$ cat src/rtl/asram_pkg.sv
`timescale 1ns/1ps
package asram_pkg;

  typedef enum logic [2:0] {
    ST_IDLE,
    ST_WR,
    ST_WR_HOLD,
    ST_RD,
    ST_RD_REL
  } asram_state_e;

  // ceiling division of a picosecond figure by the clock period, floor of one
  function automatic int unsigned ps_to_cycles(input int unsigned t_ps,
                                               input int unsigned clk_ps);
    int unsigned c;
    c = (t_ps + clk_ps - 1) / clk_ps;
    if (c < 1) c = 1;
    return c;
  endfunction

  function automatic int unsigned max4(input int unsigned a, input int unsigned b,
                                       input int unsigned c, input int unsigned d);
    int unsigned m;
    m = a;
    if (b > m) m = b;
    if (c > m) m = c;
    if (d > m) m = d;
    return m;
  endfunction

endpackage

$ cat src/rtl/asram_timer.sv
`timescale 1ns/1ps
module asram_timer #(
  parameter int unsigned CNT_W = 4
) (
  input  logic             clk,
  input  logic             rst_n,
  input  logic             load,
  input  logic [CNT_W-1:0] load_val,
  output logic             expired
);

  logic [CNT_W-1:0] cnt_q;

  always_ff @(posedge clk or negedge rst_n) begin
    if (!rst_n) begin
      cnt_q <= '0;
    end else if (load) begin
      cnt_q <= load_val;
    end else if (cnt_q != '0) begin
      cnt_q <= cnt_q - 1'b1;
    end
  end

  assign expired = (cnt_q == '0);

  AST_TMR_STEP: assert property (@(posedge clk) disable iff (!rst_n)
    (!load && !expired) |=> (cnt_q == $past(cnt_q) - 1'b1));

endmodule

$ cat src/rtl/asram_lane.sv
`timescale 1ns/1ps
module asram_lane #(
  parameter int unsigned LANE_W = 8
) (
  input  logic              clk,
  input  logic              rst_n,
  input  logic              accept,
  input  logic [LANE_W-1:0] wbyte,
  input  logic              capture,
  input  logic              lane_en,
  input  logic [LANE_W-1:0] dq_in_byte,
  output logic [LANE_W-1:0] dq_out_byte,
  output logic [LANE_W-1:0] rbyte
);

  logic [LANE_W-1:0] wr_q;
  logic [LANE_W-1:0] rd_q;

  always_ff @(posedge clk or negedge rst_n) begin
    if (!rst_n) begin
      wr_q <= '0;
    end else if (accept) begin
      wr_q <= wbyte;
    end
  end

  always_ff @(posedge clk or negedge rst_n) begin
    if (!rst_n) begin
      rd_q <= '0;
    end else if (capture) begin
      rd_q <= lane_en ? dq_in_byte : '0;
    end
  end

  assign dq_out_byte = wr_q;
  assign rbyte       = rd_q;

  AST_LANE_MASKED_ZERO: assert property (@(posedge clk) disable iff (!rst_n)
    (capture && !lane_en) |=> (rbyte == '0));

endmodule

$ cat src/rtl/asram_seq.sv
`timescale 1ns/1ps
module asram_seq
  import asram_pkg::*;
#(
  parameter int unsigned LANES  = 2,
  parameter int unsigned CNT_W  = 4,
  parameter int unsigned N_RD   = 2,
  parameter int unsigned N_WR   = 2,
  parameter int unsigned N_TURN = 1
) (
  input  logic             clk,
  input  logic             rst_n,
  input  logic             req_valid,
  input  logic             req_write,
  input  logic [LANES-1:0] req_mask,
  output logic             req_ready,
  output logic             accept,
  output logic             capture,
  output logic [LANES-1:0] mask_q,
  output logic             rsp_valid,
  output logic             tmr_load,
  output logic [CNT_W-1:0] tmr_val,
  input  logic             tmr_expired,
  output logic             mem_ce_n,
  output logic             mem_we_n,
  output logic             mem_oe_n,
  output logic [LANES-1:0] mem_be_n,
  output logic             mem_dq_oe
);

  asram_state_e st_q, st_nxt;
  logic [LANES-1:0] mask_nxt;
  logic             sel_nxt;

  always_comb begin
    st_nxt   = st_q;
    accept   = 1'b0;
    capture  = 1'b0;
    tmr_load = 1'b0;
    tmr_val  = '0;
    case (st_q)
      ST_IDLE: begin
        if (req_valid) begin
          accept   = 1'b1;
          tmr_load = 1'b1;
          if (req_write) begin
            st_nxt  = ST_WR;
            tmr_val = CNT_W'(N_WR - 1);
          end else begin
            st_nxt  = ST_RD;
            tmr_val = CNT_W'(N_RD - 1);
          end
        end
      end
      ST_WR:      if (tmr_expired) st_nxt = ST_WR_HOLD;
      ST_WR_HOLD: st_nxt = ST_IDLE;
      ST_RD: begin
        if (tmr_expired) begin
          capture  = 1'b1;
          st_nxt   = ST_RD_REL;
          tmr_load = 1'b1;
          tmr_val  = CNT_W'(N_TURN - 1);
        end
      end
      ST_RD_REL:  if (tmr_expired) st_nxt = ST_IDLE;
      default:    st_nxt = ST_IDLE;
    endcase
  end

  assign req_ready = (st_q == ST_IDLE);
  assign mask_nxt  = accept ? req_mask : mask_q;
  assign sel_nxt   = (st_nxt == ST_WR) || (st_nxt == ST_RD);

  // strobes are registered from the next state so the pins never glitch
  always_ff @(posedge clk or negedge rst_n) begin
    if (!rst_n) begin
      st_q      <= ST_IDLE;
      mask_q    <= '0;
      mem_ce_n  <= 1'b1;
      mem_we_n  <= 1'b1;
      mem_oe_n  <= 1'b1;
      mem_dq_oe <= 1'b0;
      rsp_valid <= 1'b0;
    end else begin
      st_q      <= st_nxt;
      mask_q    <= mask_nxt;
      mem_ce_n  <= !sel_nxt;
      mem_we_n  <= (st_nxt != ST_WR);
      mem_oe_n  <= (st_nxt != ST_RD);
      mem_dq_oe <= (st_nxt == ST_WR) || (st_nxt == ST_WR_HOLD);
      rsp_valid <= capture;
    end
  end

  for (genvar l = 0; l < LANES; l++) begin : g_be
    always_ff @(posedge clk or negedge rst_n) begin
      if (!rst_n) begin
        mem_be_n[l] <= 1'b1;
      end else begin
        mem_be_n[l] <= !(sel_nxt && mask_nxt[l]);
      end
    end
  end

  AST_WR_OE_HIGH: assert property (@(posedge clk) disable iff (!rst_n)
    !mem_we_n |-> mem_oe_n);
  AST_RD_WE_HIGH: assert property (@(posedge clk) disable iff (!rst_n)
    !mem_oe_n |-> mem_we_n);
  AST_ONE_DRIVER: assert property (@(posedge clk) disable iff (!rst_n)
    mem_dq_oe |-> mem_oe_n);
  AST_BUSY_NOT_READY: assert property (@(posedge clk) disable iff (!rst_n)
    !mem_ce_n |-> !req_ready);
  AST_RSP_PULSE: assert property (@(posedge clk) disable iff (!rst_n)
    rsp_valid |=> !rsp_valid);
  AST_WR_END_DRIVEN: assert property (@(posedge clk) disable iff (!rst_n)
    $rose(mem_we_n) |-> mem_dq_oe);
  AST_BE_NEEDS_CE: assert property (@(posedge clk) disable iff (!rst_n)
    (mem_be_n != {LANES{1'b1}}) |-> !mem_ce_n);
  AST_RELEASE_GAP: assert property (@(posedge clk) disable iff (!rst_n)
    $rose(mem_oe_n) |-> !mem_dq_oe);

endmodule

$ cat src/rtl/asram_ctrl.sv
`timescale 1ns/1ps
module asram_ctrl
  import asram_pkg::*;
#(
  parameter int unsigned ADDR_W       = 18,
  parameter int unsigned DATA_W       = 16,
  parameter int unsigned CLK_PS       = 4000,
  parameter int unsigned T_ACC_PS     = 8000,
  parameter int unsigned T_OE_ACC_PS  = 5000,
  parameter int unsigned T_BE_ACC_PS  = 5000,
  parameter int unsigned T_WPULSE_PS  = 6000,
  parameter int unsigned T_DSETUP_PS  = 4000,
  parameter int unsigned T_ASETUP_PS  = 6000,
  parameter int unsigned T_RELEASE_PS = 4000,
  parameter int unsigned T_CYCLE_PS   = 8000
) (
  input  logic                  clk,
  input  logic                  rst_n,
  input  logic                  req_valid,
  output logic                  req_ready,
  input  logic                  req_write,
  input  logic [ADDR_W-1:0]     req_addr,
  input  logic [DATA_W-1:0]     req_wdata,
  input  logic [DATA_W/8-1:0]   req_mask,
  output logic                  rsp_valid,
  output logic [DATA_W-1:0]     rsp_rdata,
  output logic [ADDR_W-1:0]     mem_addr,
  output logic                  mem_ce_n,
  output logic                  mem_we_n,
  output logic                  mem_oe_n,
  output logic [DATA_W/8-1:0]   mem_be_n,
  output logic [DATA_W-1:0]     mem_dq_out,
  input  logic [DATA_W-1:0]     mem_dq_in,
  output logic                  mem_dq_oe
);

  localparam int unsigned LANES  = DATA_W / 8;
  localparam int unsigned N_CYC  = ps_to_cycles(T_CYCLE_PS, CLK_PS);
  localparam int unsigned N_RD   = max4(ps_to_cycles(T_ACC_PS, CLK_PS),
                                        ps_to_cycles(T_OE_ACC_PS, CLK_PS),
                                        ps_to_cycles(T_BE_ACC_PS, CLK_PS), N_CYC);
  localparam int unsigned N_WR   = max4(ps_to_cycles(T_WPULSE_PS, CLK_PS),
                                        ps_to_cycles(T_DSETUP_PS, CLK_PS),
                                        ps_to_cycles(T_ASETUP_PS, CLK_PS), N_CYC);
  localparam int unsigned N_TURN = ps_to_cycles(T_RELEASE_PS, CLK_PS);
  localparam int unsigned N_MAX  = max4(N_RD, N_WR, N_TURN, 1);
  localparam int unsigned CNT_W  = $clog2(N_MAX + 1);

  logic             accept;
  logic             capture;
  logic [LANES-1:0] mask_q;
  logic             tmr_load;
  logic [CNT_W-1:0] tmr_val;
  logic             tmr_expired;
  logic [ADDR_W-1:0] addr_q;

  asram_seq #(
    .LANES (LANES),
    .CNT_W (CNT_W),
    .N_RD  (N_RD),
    .N_WR  (N_WR),
    .N_TURN(N_TURN)
  ) u_seq (
    .clk        (clk),
    .rst_n      (rst_n),
    .req_valid  (req_valid),
    .req_write  (req_write),
    .req_mask   (req_mask),
    .req_ready  (req_ready),
    .accept     (accept),
    .capture    (capture),
    .mask_q     (mask_q),
    .rsp_valid  (rsp_valid),
    .tmr_load   (tmr_load),
    .tmr_val    (tmr_val),
    .tmr_expired(tmr_expired),
    .mem_ce_n   (mem_ce_n),
    .mem_we_n   (mem_we_n),
    .mem_oe_n   (mem_oe_n),
    .mem_be_n   (mem_be_n),
    .mem_dq_oe  (mem_dq_oe)
  );

  asram_timer #(.CNT_W(CNT_W)) u_tmr (
    .clk     (clk),
    .rst_n   (rst_n),
    .load    (tmr_load),
    .load_val(tmr_val),
    .expired (tmr_expired)
  );

  always_ff @(posedge clk or negedge rst_n) begin
    if (!rst_n) begin
      addr_q <= '0;
    end else if (accept) begin
      addr_q <= req_addr;
    end
  end
  assign mem_addr = addr_q;

  for (genvar l = 0; l < LANES; l++) begin : g_lane
    asram_lane #(.LANE_W(8)) u_lane (
      .clk        (clk),
      .rst_n      (rst_n),
      .accept     (accept),
      .wbyte      (req_wdata[l*8 +: 8]),
      .capture    (capture),
      .lane_en    (mask_q[l]),
      .dq_in_byte (mem_dq_in[l*8 +: 8]),
      .dq_out_byte(mem_dq_out[l*8 +: 8]),
      .rbyte      (rsp_rdata[l*8 +: 8])
    );
  end

  AST_ADDR_STABLE: assert property (@(posedge clk) disable iff (!rst_n)
    (!mem_ce_n && !$past(mem_ce_n)) |-> $stable(mem_addr));
  AST_WDATA_STABLE: assert property (@(posedge clk) disable iff (!rst_n)
    (mem_dq_oe && $past(mem_dq_oe)) |-> $stable(mem_dq_out));
  AST_ACCEPT_DROPS_READY: assert property (@(posedge clk) disable iff (!rst_n)
    (req_valid && req_ready) |=> !req_ready);

endmodule

$ cat config.mk
export PLATFORM = sky130hd
export DESIGN_NAME = asram_ctrl
export DESIGN_NICKNAME = d
export VERILOG_FILES = /design/src/rtl/asram_pkg.sv /design/src/rtl/asram_timer.sv /design/src/rtl/asram_lane.sv /design/src/rtl/asram_seq.sv /design/src/rtl/asram_ctrl.sv
export SDC_FILE = /design/constraint.sdc
export NUM_CORES = 1
export LEC_CHECK = 0
export BUFFER_PORTS_ARGS = -buffer_cell sky130_fd_sc_hd__buf_2
export CORE_MARGIN = 3
export CORE_UTILIZATION = 42
export CTS_CLUSTER_SIZE = 24
export DETAILED_ROUTE_END_ITERATION = 16
export PLACE_DENSITY = 0.73
export SLEW_MARGIN = 20
export SYNTH_ARGS = -nofsm -noshare
export SYNTH_HDL_FRONTEND = slang
export SYNTH_SLANG_ARGS = --single-unit
$ cat constraint.sdc
create_clock -name clk -period 2.2 [get_ports clk]
set_input_delay 0.11 -clock clk [delete_from_list [all_inputs] [get_ports clk]]
set_output_delay 0.11 -clock clk [all_outputs]
set_load 0.02 [all_outputs]
==> flow_metrics.py <==
metrics = {
    "critical_path": {
        "crit_required_ns": 2.40,
        "path_class": "reg2reg",
        "end_kind": "register",
        "crit_slowest_cell": "dfrtp_1",
        "worstPathArrival_ns": 1.92,
        "cpPeakStageDelay_ns": 0.50,
        "cp_cell_sequence": "nor4b_4 -> buf_4 -> mux2_2",
        "path_max_fanout": 26,
        "worst_setup_path_start_kind": "register",
        "crit_buf_inv": 1,
        "path_delay_family": "flip-flops",
    },
    "power": {
        "power.internal_mw": 3.39,
        "pwr-share-clk_pct": 20.1,
        "seqPwrFrac_pct": 38.8,
        "power_per_cell_area_nw_per_um2": 1530,
        "leakagePower_nw": 1.80,
        "ir_drop_v": 0.000821,
        "p_comb_share_pct": 41.1,
        "switching_share_pct": 38.1,
        "p_switching_mw": 2.09,
    },
    "sta": {
        "final_min_period_over_clock_period_pct": 78.0,
        "setup_tns_ns": 0,
        "max-slew-margin-rel_pct": 60.5,
        "fmax_ghz": 0.583,
        "report.final.slew_viol_count": 0,
        "period_minus_slack_ns": 1.72,
        "setup_viol": 0,
        "worst_slack_ns": 0.484,
        "hold_violations": 0,
        "rsz0062_at_grt": "no",
        "clock_skew_ns": 0.00948,
        "tightest_slew_ns": 0.592,
    },
    "synth": {
        "synthesis.nets": 250,
        "ys_ff_latch": 64,
        "synth_area_um2": 2500,
        "synth.avg_cell_area_um2": 13.0,
        "syn_inst": 193,
        "synthDistinctLibCells": 27,
        "synth.yosys.seq_area_share_pct": 64.2,
        "yosys_warnings": 0,
    },
    "placement": {
        "portBuffers": 113,
        "dp_slack_ns": 0.484,
        "gp_congestion": 0.746,
        "dp_hpwl_um": 3790,
    },
    "clock_tree": {
        "cts.hold.buffers_added": 23,
        "root_buffer": "clkbuf_8",
        "postCtsSetupBuffers": 0,
        "cts_buffer_depth": 2,
        "cts_max_level": 3,
        "path_clk_slew_ns": 0.06,
        "clk_latency_ns": 0.33,
        "clock-sinks": 64,
        "cts_resized": 0,
        "numCtsBuffers": 9,
        "cts_tree": "yes",
    },
    "floorplan": {
        "io_pins": 114,
        "fp-row-count": 27,
        "die_w_um": 83.2,
        "die-area_um2": 6930,
        "die_h_um": 83.2,
        "initial_core_util_pct": 44.4,
        "fp.coreArea_um2": 5640,
    },
    "cells_and_area": {
        "area_growth_pct": 42.8,
        "layout.cells.most_common": "buf_2",
        "nFillCells": 459,
        "finalNetCount": 389,
        "most-common-layout-cells": "buf_2, dfrtp_1, nand2_1",
        "drive_gt1_share_pct": 46.4,
        "diodes": 0,
    },
    "global_routing": {
        "grt_pass1_vias": 1950,
        "gr-usage-all-layers_pct": 16.6,
        "grt_max_degree": 40,
        "antenna_found_initial": 0,
        "grt_pass1_wl_um": 9180,
        "grt-ovfl-total": 0,
    },
    "run": {
        "max_cap_viol_count": 0,
    },
    "detailed_routing": {
        "wl_per_cell_um": 13.3,
        "dr.pass1.iters": 4,
        "route.detailed.drc": 0,
        "ant_nets": 0,
        "routed_wl_um": 5420,
        "drt-vias-per-instance": 4.59,
        "drtIter0Drc": 92,
        "dr_total_vias": 1874,
    },
    "outcome": {
        "status": "finished, final reports clean",
    },
    "hold_path": {
        "hold_path.class": "in2reg",
    },
}
[state kept, by name, indices dropped and copies added (netlist names), 2 cells and up]
register                   count
u_tmr.cnt_q                    2
u_seq.mask_q                   2
g_lane.u_lane.dq_out_byte     16
mem_addr                      18
u_seq.st_q                     3
g_lane.u_lane.rbyte           16
u_seq.mem_be_n                 2
[worst paths after layout]
path / slack [ns] / cells past startpoint / to / start
worst max-delay path: 0.48 / 3 / u_seq.mask_q[1]$_DFF_PN0_ / u_seq.st_q[0]$_DFF_PN0_
worst min-delay path: 0.01 / 2 / mem_addr[3]$_DFFE_PN0N_ / req_addr[3]
worst max register to register: 0.48 / 3 / u_seq.mask_q[1]$_DFF_PN0_ / u_seq.st_q[0]$_DFF_PN0_
worst min register to register: 0.48 / 2 / g_lane[1].u_lane.rbyte[1]$_DFFE_PN0P_ / g_lane[1].u_lane.rbyte[1]$_DFFE_PN0P_
max in group asynchronous: 1.20 / 3 / u_seq.mem_ce_n$_DFF_PN1_ / rst_n
min in group asynchronous: 0.32 / 2 / g_lane[1].u_lane.dq_out_byte[4]$_DFFE_PN0N_ / rst_n
[per-stage QoR]
step	hold WS (ns)	power, mW	utilization (%)	area [um^2]	cells
6_report	0.0144	5.48	63.4	3580	408
5_1_grt	0.00331	5.86	63.4	3580	408
4_1_cts	0.00164	5.56	63.2	3570	407
3_5_place_dp	0.156	4.40	55.2	3120	369
3_3_place_gp	0.150	4.31	55.2	3120	369
2_1_floorplan	-0.186	3.64	-	2500	193
[power by group through the flow]
stage | Clock [mW] | Sequential [mW] | Combinational, mW
floorplan | 0 | 2.68 | 0.961
global placement | 0 | 2.11 | 2.20
detailed placement | 0 | 2.14 | 2.25
CTS | 1.14 | 2.13 | 2.29
global route | 1.20 | 2.21 | 2.46
finish | 1.10 | 2.12 | 2.25
[synthesized netlist by cell type]
master / n / area (um^2)
dfrtp_1: 59 / 1480
nor4b_4: 1 / 23.8
clkbuf_1: 5 / 18.8
buf_2: 3 / 15.0
or3_1: 1 / 6.26
mux2_2: 18 / 203
nor2b_1: 1 / 6.26
nand4b_1: 1 / 8.76
buf_4: 1 / 7.51
a31oi_1: 1 / 6.26
or4b_2: 1 / 10.0
xor2_1: 1 / 8.76
ha_1: 1 / 12.5
o21ai_0: 16 / 80.1
nor4b_1: 1 / 8.76
a21o_1: 1 / 7.51
dfstp_2: 5 / 131
inv_1: 5 / 18.8
o21bai_1: 2 / 15.0
buf_6: 4 / 45.0
xnor2_1: 1 / 8.76
mux2_1: 18 / 203
nand2_1: 36 / 135
a21oi_1: 3 / 15.0
nor3_1: 3 / 15.0
nor3b_1: 1 / 7.51
nor2_1: 3 / 11.3
[routing by layer]
layer	GRT usage [%]	part of all wire [%]	vias to the layer above
met5	0	0	-
met4	7.13	1.8	0
met2	27.6	51	60
met3	5.65	6.8	10
li1	-	-	928
met1	19.6	40	876
[cell type report]
type / instances / area (um^2) / area share (%)
multi-input combinational: 111 / 792 / 22.1
sequential: 64 / 1610 / 44.9
inverter: 5 / 18.8 / 0.525
clock inverter: 3 / 65.1 / 1.82
clock buffer: 12 / 155 / 4.34
tap: 72 / 90.1 / 2.52
timing repair buffer: 141 / 848 / 23.7
[cell families after synthesis]
kind of cell	Yosys count	synth area share, %
AOI/OAI and AO/OA	23	4.95
xor gates and xnor gates	2	0.699
adders and majority gates	1	0.499
buffers and inverters	18	4.20
DFF	64	64.2
muxes	36	16.2
and+or+nand+nor	49	9.29
[worst register-to-register path, stage by stage (launching register included)]
cell and delay (ns):
dfrtp_1 0.50, nor4b_4 0.33, buf_4 0.37, mux2_2 0.39
(Power assumes the default switching activity.)
